===== config.mk =====
export PLATFORM = sky130hd
export DESIGN_NAME = mbus_cycle_seq
export DESIGN_NICKNAME = d
export VERILOG_FILES = /design/src/rtl/mbus_pkg.sv /design/src/rtl/mbus_seq_fsm.sv /design/src/rtl/mbus_pin_drv.sv /design/src/rtl/mbus_cycle_seq.sv
export SDC_FILE = /design/constraint.sdc
export NUM_CORES = 1
export LEC_CHECK = 0
export ABC_AREA = 1
export CORE_MARGIN = 2
export CORE_UTILIZATION = 45
export DETAILED_ROUTE_END_ITERATION = 10
export MAX_ROUTING_LAYER = met4
export PLACE_DENSITY = 0.87
export SYNTH_ARGS = -nofsm -noshare
export SYNTH_HDL_FRONTEND = slang
export SYNTH_HIERARCHICAL = 1
export SYNTH_SLANG_ARGS = --single-unit

===== constraint.sdc =====
create_clock -name clk -period 1.94 [get_ports clk]
set_clock_uncertainty 0.2 [all_clocks]
set_input_delay 0.291 -clock clk [delete_from_list [all_inputs] [get_ports clk]]
set_output_delay 0.291 -clock clk [all_outputs]
set_load 0.01 [all_outputs]

===== src/rtl/mbus_pkg.sv =====
package mbus_pkg;

   typedef enum logic [2:0] {
      ST_IDLE = 3'd0,
      ST_T1   = 3'd1,
      ST_T2   = 3'd2,
      ST_T3   = 3'd3,
      ST_TW   = 3'd4,
      ST_T4   = 3'd5
   } bus_state_e;

   // Number of status bits carried on the upper lines after T1
   localparam int STATUS_BITS = 2;

endpackage


===== src/rtl/mbus_seq_fsm.sv =====
module mbus_seq_fsm
   import mbus_pkg::*;
#(
   parameter int ADDR_W = 20,
   parameter int DATA_W = 16
) (
   input  logic              clk,
   input  logic              rst,
   input  logic              req_valid,
   input  logic [ADDR_W-1:0] req_addr,
   input  logic              req_mio,
   input  logic              req_wr,
   input  logic [DATA_W-1:0] req_wdata,
   input  logic              req_bhe,
   input  logic              ready,
   input  logic [DATA_W-1:0] ad_in,
   output bus_state_e        state,
   output logic [ADDR_W-1:0] q_addr,
   output logic              q_mio,
   output logic              q_wr,
   output logic [DATA_W-1:0] q_wdata,
   output logic              q_bhe,
   output logic [DATA_W-1:0] rdata_q
);

   bus_state_e nxt;
   logic       accept;
   logic       sample_pt;

   assign accept    = (state == ST_IDLE) && req_valid;
   assign sample_pt = (state == ST_T3) || (state == ST_TW);

   always_comb begin
      nxt = state;
      unique case (state)
         ST_IDLE: if (req_valid) nxt = ST_T1;
         ST_T1:   nxt = ST_T2;
         ST_T2:   nxt = ST_T3;
         ST_T3,
         ST_TW:   nxt = ready ? ST_T4 : ST_TW;
         ST_T4:   nxt = ST_IDLE;
         default: nxt = ST_IDLE;
      endcase
   end

   always_ff @(posedge clk) begin
      if (rst) begin
         state   <= ST_IDLE;
         q_addr  <= '0;
         q_mio   <= 1'b0;
         q_wr    <= 1'b0;
         q_wdata <= '0;
         q_bhe   <= 1'b0;
         rdata_q <= '0;
      end else begin
         state <= nxt;
         if (accept) begin
            q_addr  <= req_addr;
            q_mio   <= req_mio;
            q_wr    <= req_wr;
            q_wdata <= req_wdata;
            q_bhe   <= req_bhe;
         end
         if (sample_pt && ready && !q_wr) begin
            rdata_q <= ad_in;
         end
      end
   end

endmodule


===== src/rtl/mbus_pin_drv.sv =====
module mbus_pin_drv
   import mbus_pkg::*;
#(
   parameter int ADDR_W = 20,
   parameter int DATA_W = 16
) (
   input  bus_state_e                 state,
   input  logic [ADDR_W-1:0]          q_addr,
   input  logic                       q_mio,
   input  logic                       q_wr,
   input  logic [DATA_W-1:0]          q_wdata,
   input  logic                       q_bhe,
   output logic [DATA_W-1:0]          ad_out,
   output logic                       ad_oe,
   output logic [ADDR_W-DATA_W-1:0]   ahi_out,
   output logic                       bhe_n,
   output logic                       ale,
   output logic                       rd_n,
   output logic                       wr_n,
   output logic                       dtr,
   output logic                       den_n,
   output logic                       mio
);

   localparam int HI_W = ADDR_W - DATA_W;

   logic [HI_W-1:0] status_w;
   logic            in_cycle;
   logic            addr_ph;
   logic            data_ph;
   logic            strobe_ph;

   generate
      if (HI_W == STATUS_BITS) begin : g_status_exact
         assign status_w = {q_wr, q_mio};
      end else begin : g_status_pad
         assign status_w = {{(HI_W-STATUS_BITS){1'b0}}, q_wr, q_mio};
      end
   endgenerate

   assign addr_ph   = (state == ST_T1);
   assign strobe_ph = (state == ST_T2) || (state == ST_T3) || (state == ST_TW);
   assign data_ph   = strobe_ph || (state == ST_T4);
   assign in_cycle  = addr_ph || data_ph;

   always_comb begin
      ale     = addr_ph;
      rd_n    = !(strobe_ph && !q_wr);
      wr_n    = !(strobe_ph && q_wr);
      den_n   = !data_ph;
      dtr     = in_cycle && q_wr;
      mio     = in_cycle && q_mio;
      bhe_n   = !(in_cycle && q_bhe);
      ad_oe   = addr_ph || (data_ph && q_wr);
      ad_out  = '0;
      ahi_out = '0;
      if (addr_ph) begin
         ad_out  = q_addr[DATA_W-1:0];
         ahi_out = q_addr[ADDR_W-1:DATA_W];
      end else if (data_ph) begin
         ahi_out = status_w;
         if (q_wr) ad_out = q_wdata;
      end
   end

endmodule


===== src/rtl/mbus_cycle_seq.sv =====
module mbus_cycle_seq
   import mbus_pkg::*;
#(
   parameter int ADDR_W = 20,
   parameter int DATA_W = 16
) (
   input  logic                      clk,
   input  logic                      rst,
   input  logic                      req_valid,
   output logic                      req_ready,
   input  logic [ADDR_W-1:0]         req_addr,
   input  logic                      req_mio,
   input  logic                      req_wr,
   input  logic [DATA_W-1:0]         req_wdata,
   input  logic                      req_bhe,
   input  logic                      ready,
   input  logic [DATA_W-1:0]         ad_in,
   output logic [DATA_W-1:0]         ad_out,
   output logic                      ad_oe,
   output logic [ADDR_W-DATA_W-1:0]  ahi_out,
   output logic                      bhe_n,
   output logic                      ale,
   output logic                      rd_n,
   output logic                      wr_n,
   output logic                      dtr,
   output logic                      den_n,
   output logic                      mio,
   output logic                      rsp_done,
   output logic [DATA_W-1:0]         rsp_rdata
);

   localparam int HI_W = ADDR_W - DATA_W;

   generate
      if (DATA_W < 2) begin : g_bad_data_w
         $error("mbus_cycle_seq: DATA_W must be at least 2");
      end
      if (HI_W < STATUS_BITS) begin : g_bad_hi_w
         $error("mbus_cycle_seq: ADDR_W must exceed DATA_W by at least STATUS_BITS");
      end
   endgenerate

   bus_state_e        state;
   logic [ADDR_W-1:0] q_addr;
   logic              q_mio;
   logic              q_wr;
   logic [DATA_W-1:0] q_wdata;
   logic              q_bhe;
   logic [DATA_W-1:0] rdata_q;

   mbus_seq_fsm #(.ADDR_W(ADDR_W), .DATA_W(DATA_W)) u_fsm (
      .clk       (clk),
      .rst       (rst),
      .req_valid (req_valid),
      .req_addr  (req_addr),
      .req_mio   (req_mio),
      .req_wr    (req_wr),
      .req_wdata (req_wdata),
      .req_bhe   (req_bhe),
      .ready     (ready),
      .ad_in     (ad_in),
      .state     (state),
      .q_addr    (q_addr),
      .q_mio     (q_mio),
      .q_wr      (q_wr),
      .q_wdata   (q_wdata),
      .q_bhe     (q_bhe),
      .rdata_q   (rdata_q)
   );

   mbus_pin_drv #(.ADDR_W(ADDR_W), .DATA_W(DATA_W)) u_pins (
      .state   (state),
      .q_addr  (q_addr),
      .q_mio   (q_mio),
      .q_wr    (q_wr),
      .q_wdata (q_wdata),
      .q_bhe   (q_bhe),
      .ad_out  (ad_out),
      .ad_oe   (ad_oe),
      .ahi_out (ahi_out),
      .bhe_n   (bhe_n),
      .ale     (ale),
      .rd_n    (rd_n),
      .wr_n    (wr_n),
      .dtr     (dtr),
      .den_n   (den_n),
      .mio     (mio)
   );

   assign req_ready = (state == ST_IDLE);
   assign rsp_done  = (state == ST_T4);
   assign rsp_rdata = rdata_q;

endmodule


## Yosys cells after proc, flatten, opt, wreduce, memory -nomap -nowiden

Cells that the tools add are included.

- Flip-flop bits (word level): 58
- Memories: 0
- Bits of input ports: 59
- Bits in read-only memories: 0
- Latch bits: 0
- Logic and storage cells: 43
- RAM bits: 0

- Multipliers: 0
- Div/mod/pow operators: 0
- Order comparisons: 0
- Muxes and demuxes: 8
- Shift-type cells: 0
- Reduce and logical (&&, ||, !) cells: 22
- Equality and inequality tests: 6
- Add/subtract/negate cells: 0
- Bitwise logic cells: 0

Operators with widths:

| cell | count |
|---|---|
| two-way mux 16 bit | 3 |
| case mux 3 bit (4 select lines) | 1 |
| logical AND 1 bit | 9 |
| equality test 3 x 2 -> 1 bit, second input constant | 2 |
| equality test 3 bit, second input constant | 2 |
| logical OR 1 bit | 6 |
| logical NOT 1 bit | 5 |
| two-way mux 4 bit | 1 |
| equality test 3 x 1 -> 1 bit, second input constant | 1 |
| logical NOT 3 bit | 1 |
| two-way mux 3 bit | 1 |
| two-way mux 2 bit | 1 |
| != test 2 bit, second input constant | 1 |
| OR reduction 2 bit | 1 |
| two-way mux 1 bit | 1 |

## Depth between registers and ports, before layout

- Depth in word-level cells: 7
- Mapped depth: 7
- Mapped depth without buffers: 6

## Hierarchy

Netlist, hierarchy kept.

Modules (own cells, without submodules):

| module | times used | cells an instance | area each (sq um) | sequential area each (sq um) |
|---|---|---|---|---|
| mbus_seq_fsm | 1 | 324 | 2424.8 | 1161.1 |
| mbus_pin_drv | 1 | 114 | 456.7 | 0.0 |
| mbus_cycle_seq | 1 | 6 | 22.5 | 0.0 |

## Worst setup path after synthesis

Ideal clock, no wire load.

- Path kind: register to output
- Start point: register u_fsm.state[0]
- End point: output ahi_out[2]
- Path buffers: 1
- Slack: 0.449 ns
- Data required time: 1.449 ns
- Data arrival time: 1.000 ns
- Cell stages (with the launch flop): 6
- Cells stage by stage: dfxtp_1 -> nand2_2 -> nor2_2 -> buf_4 -> inv_2 -> nor2_1

- Word-level cells in the longest chain between the ends: 2

RTL lines:

| item | RTL line | text |
|---|---|---|
| from (decl) | mbus_seq_fsm.sv:17 | `output bus_state_e state,` |
| from (signal assigned) | mbus_seq_fsm.sv:56 | `state <= nxt;` |
| equality test 3 x 1 -> 1 bit | mbus_pin_drv.sv:41 | `assign addr_ph = (state == ST_T1);` |
| two-way mux 4 bit | mbus_pin_drv.sv:57 | `if (addr_ph) begin` |
| to (decl) | mbus_cycle_seq.sv:20 | `output logic [ADDR_W-DATA_W-1:0] ahi_out,` |

No other way between the ends.

## Worst setup path after layout

- Start point: register u_fsm.state[2]
- End point: output ad_out[2]

- Word-level cells in the longest chain between the ends: 6

RTL lines:

| item | RTL line | text |
|---|---|---|
| equality test 3 x 2 -> 1 bit | mbus_pin_drv.sv:42 | `assign strobe_ph = (state == ST_T2) \|\| (state == ST_T3) \|\| (state == ST_TW);` |
| logical OR 1 bit (2 in a row) | mbus_pin_drv.sv:42 |  |
| logical OR 1 bit | mbus_pin_drv.sv:43 | `assign data_ph = strobe_ph \|\| (state == ST_T4);` |
| two-way mux 16 bit | mbus_pin_drv.sv:60 | `end else if (data_ph) begin` |
| two-way mux 16 bit (*) | mbus_pin_drv.sv:57 |  |
| to (decl) | mbus_cycle_seq.sv:18 | `output logic [DATA_W-1:0] ad_out,` |

Mark *: on every way between the ends. The rest lies on a longest branch, timed or not.

==> flow_summary.yaml <==
outcome:
  status: "finished, final reports clean"
drt:
  drt-pass1-iter-count: 5
  viasPerCell: 4.76
  routed-via-count: 3035
  ant_nets: 0
  post_drt_wl_per_cell_um: 12.5
  drt_iter0_markers: 138
  route.detailed.drc: 0
  wirelength_mm: 7.95
floorplanning:
  row_count: 29
  fp.dieH_um: 84.3
  die_w_um: 84.3
  core_area_um2: 6280
  ios: 105
  start_util: 0.463
  die_area_um2: 7110
critical_path:
  cp_common_cell: "nand2_2"
  critPathLaunchType: "flip-flop"
  cp.required_ns: 1.45
  arrival_ns: 1.45
  worstSetupPathType: "flip-flop to output port"
  crit_path_end_kind: "output port"
  r2r_slack_ns: 0.31
  r2r-start: "u_fsm/state[2]$_SDFFE_PP0P_"
  worstPathCellList: "inv_1 > nand2_2 > nand2_4 > buf_12 > nand2_2 > nand2_1 > clkdlybuf4s15_2"
  crit_fanout: 8
  slowest_delay_ns: 0.36
  path_buf_inv: 3
  reg2reg_depth: 6
  r2r-end: "u_fsm/rdata_q[10]$_SDFFE_PP0P_"
  critical-path-top-delay-family: "buffers and inverters"
  crit_slowest_cell: "dfxtp_4"
layout:
  fillerInstances: 509
  layout_commonest_cell: "inv_1"
  final_cell_mix: "112 x inv_1, 94 x nand2_1, 74 x clkdlybuf4s50_1"
  diodes: 0
  layout-drive-gt1-share: 0.170
  fin_nets: 614
  final_area_um2: 4340
  synthToLayoutAreaGrowth_pct: 49.5
sta:
  slew_violations: 0
  fin_crit_sh: 0.998
  setup_viol: 0
  hold_viol: 0
  grt_setup_unrepaired: "yes"
  fmax_mhz: 516
  worst_slew_pin_slew_ns: 0.477
  min_period_ns: 1.94
  relSlewSlack: 0.681
logic_synthesis:
  yosysWarningCount: 6
  synth_area_um2: 2900
  postSynthCellCount: 444
  synth_xor_area_frac: 0
  synth_fa_ha_area_frac: 0
  ys_ff_latch: 58
  synthMuxAreaShare: 0
  avgSynthCellArea_um2: 6.54
  synth_compound_gate_area_share: 0.145
  synth_nets: 503
  synth_cell_type_count: 26
  seq_area_frac_synth: 0.400
  synth_top_family_by_area: "simple AND/OR/NAND/NOR gates"
  synth_simple_gate_area_frac: 0.254
place:
  dp.final_hpwl_mm: 5.11
  place_area_um2: 4050
  gp_congestion: 0.753
  port_buffers: 104
clocking:
  cts_tree: "yes"
  clk_path_buf_depth: 2
  cts_buffers: 9
  cts.sinks: 58
  clkTransAtPathRegs_ns: 0.06
  ctsHoldBuffers: 0
  root_buffer: "clkbuf_8"
  clkLatencyLatePin_ns: 0.33
  h-tree-depth: 3
global_routing:
  grt_pass1_wl_mm: 12.8
  antenna_found_initial: 0
  grt-ovfl-total: 0
  grt_pass1_vias: 2856
  grt_max_degree: 79
  track_usage: 0.227
worst_hold_path:
  whs_endpoint: "u_fsm/q_addr[3]$_SDFFE_PP0P_"
  hp-class: "flip-flop to flip-flop"
  min-delay-start: "u_fsm/q_addr[3]$_SDFFE_PP0P_"
  hold_path_depth: 2
power_and_ir_drop:
  ir_drop_mv: 0.607
  total_power_mw: 4.04
  power_density_nw_per_um2: 932
  p_leak_nw: 2.14
run:
  max_cap_viol_count: 0
## layout make-up
cell class	count	area, µm²	area share
Timing Repair Buffer	125	1190	0.273
Clock inverter	5	100	0.0231
Tap cell	77	96.3	0.0222
Inverter	116	435	0.100
Multi-Input combinational cell	245	1200	0.278
Sequential cell	58	1170	0.269
Clock buffer	11	151	0.0349
## timing repair
item                       4_1_cts  5_1_grt
gates cloned                     1        1
buffers inserted                 5        2
setup endpoints to repair       30       23
pin swaps                        1        5
resized for setup               91       26
## routing by layer
layer | up-vias | part of all wire | global-route usage
met5 | - | 0 | -
met4 | 0 | 0.017 | 0.0895
met3 | 15 | 0.070 | 0.0570
met2 | 106 | 0.48 | 0.375
met1 | 1371 | 0.43 | 0.267
li1 | 1543 | - | -
## cells in the mapped netlist
library cell / number / area (µm²)
nor3_1: 1 / 5.00
nand2_2: 12 / 75.1
clkinv_1: 1 / 3.75
nor2_1: 21 / 78.8
nand3_2: 1 / 10.0
buf_6: 3 / 33.8
nand4_4: 1 / 21.3
inv_2: 3 / 11.3
o21ai_2: 1 / 8.76
nand2_4: 1 / 11.3
a21oi_4: 1 / 16.3
clkbuf_1: 8 / 30.0
nand4_1: 16 / 100
dfxtp_1: 58 / 1160
o21ai_0: 26 / 130
buf_2: 6 / 30.0
o21ai_1: 13 / 65.1
inv_1: 112 / 420
or2_2: 1 / 6.26
nor2_2: 2 / 12.5
buf_1: 1 / 3.75
a21oi_1: 40 / 200
nand3b_1: 2 / 15.0
nand3_1: 3 / 15.0
buf_4: 7 / 52.6
nand2_1: 103 / 387
## through the flow
stage | instances | hold WS, ns | setup TNS, ns | setup WS (ns) | utilization
3_5_place_dp | 614 | 0.235 | 0 | 0.0223 | 0.645
3_3_place_gp | 614 | 0.230 | 0 | 0.0423 | 0.645
6_report | 637 | 0.243 | 0 | 0.00352 | 0.692
2_1_floorplan | 444 | 0.163 | 0 | 0.449 | -
5_1_grt | 637 | 0.261 | -0.248 | -0.0511 | 0.692
4_1_cts | 636 | 0.244 | -0.246 | -0.0431 | 0.689
## cell families after synthesis
logic type,after synthesis
flip-flops,58
buffers and inverters,141
AND/OR/NAND/NOR,164
AO/OA/AOI/OAI,81
## worst reg2reg max path: stages, from the launching register on
cell,delay (ns)
dfxtp_4,0.38
buf_4,0.14
inv_2,0.08
a21oi_4,0.43
nand4_1,0.16
nand2_1,0.11
nor2_1,0.04
## power breakdown
part	internal, mW	switching, mW	leakage, nW
Clock	0.919	0.477	0.129
Sequential	1.36	0.0989	0.478
Combinational	0.560	0.628	1.53
## sequential cells by signal (all words and copies together) (netlist names)
signal	flops
u_fsm/q_addr	20
u_fsm/rdata_q	16
u_fsm/q_wdata	16
u_fsm/q_mio	1
u_fsm/q_wr	1
u_fsm/state	3
u_fsm/q_bhe	1
## worst max path at each step
stage | slack, ns | depth (start not counted) | startpoint | endpoint
finish | 0.004 | 7 | u_fsm/state[2]$_SDFFE_PP0P_ | ad_out[2]
global route | -0.05 | 8 | u_fsm/state[1]$_SDFFE_PP0P_ | ad_out[1]
CTS | -0.04 | 9 | u_fsm/state[1]$_SDFFE_PP0P_ | ad_out[4]
detailed placement | 0.02 | 6 | u_fsm/state[2]$_SDFFE_PP0P_ | ad_out[1]
global placement | 0.04 | 6 | u_fsm/state[0]$_SDFFE_PP0P_ | ad_out[9]
floorplan | 0.45 | 5 | u_fsm/state[0]$_SDFFE_PP0P_ | ahi_out[2]
Note: power is estimated with default switching activity, not from simulation.
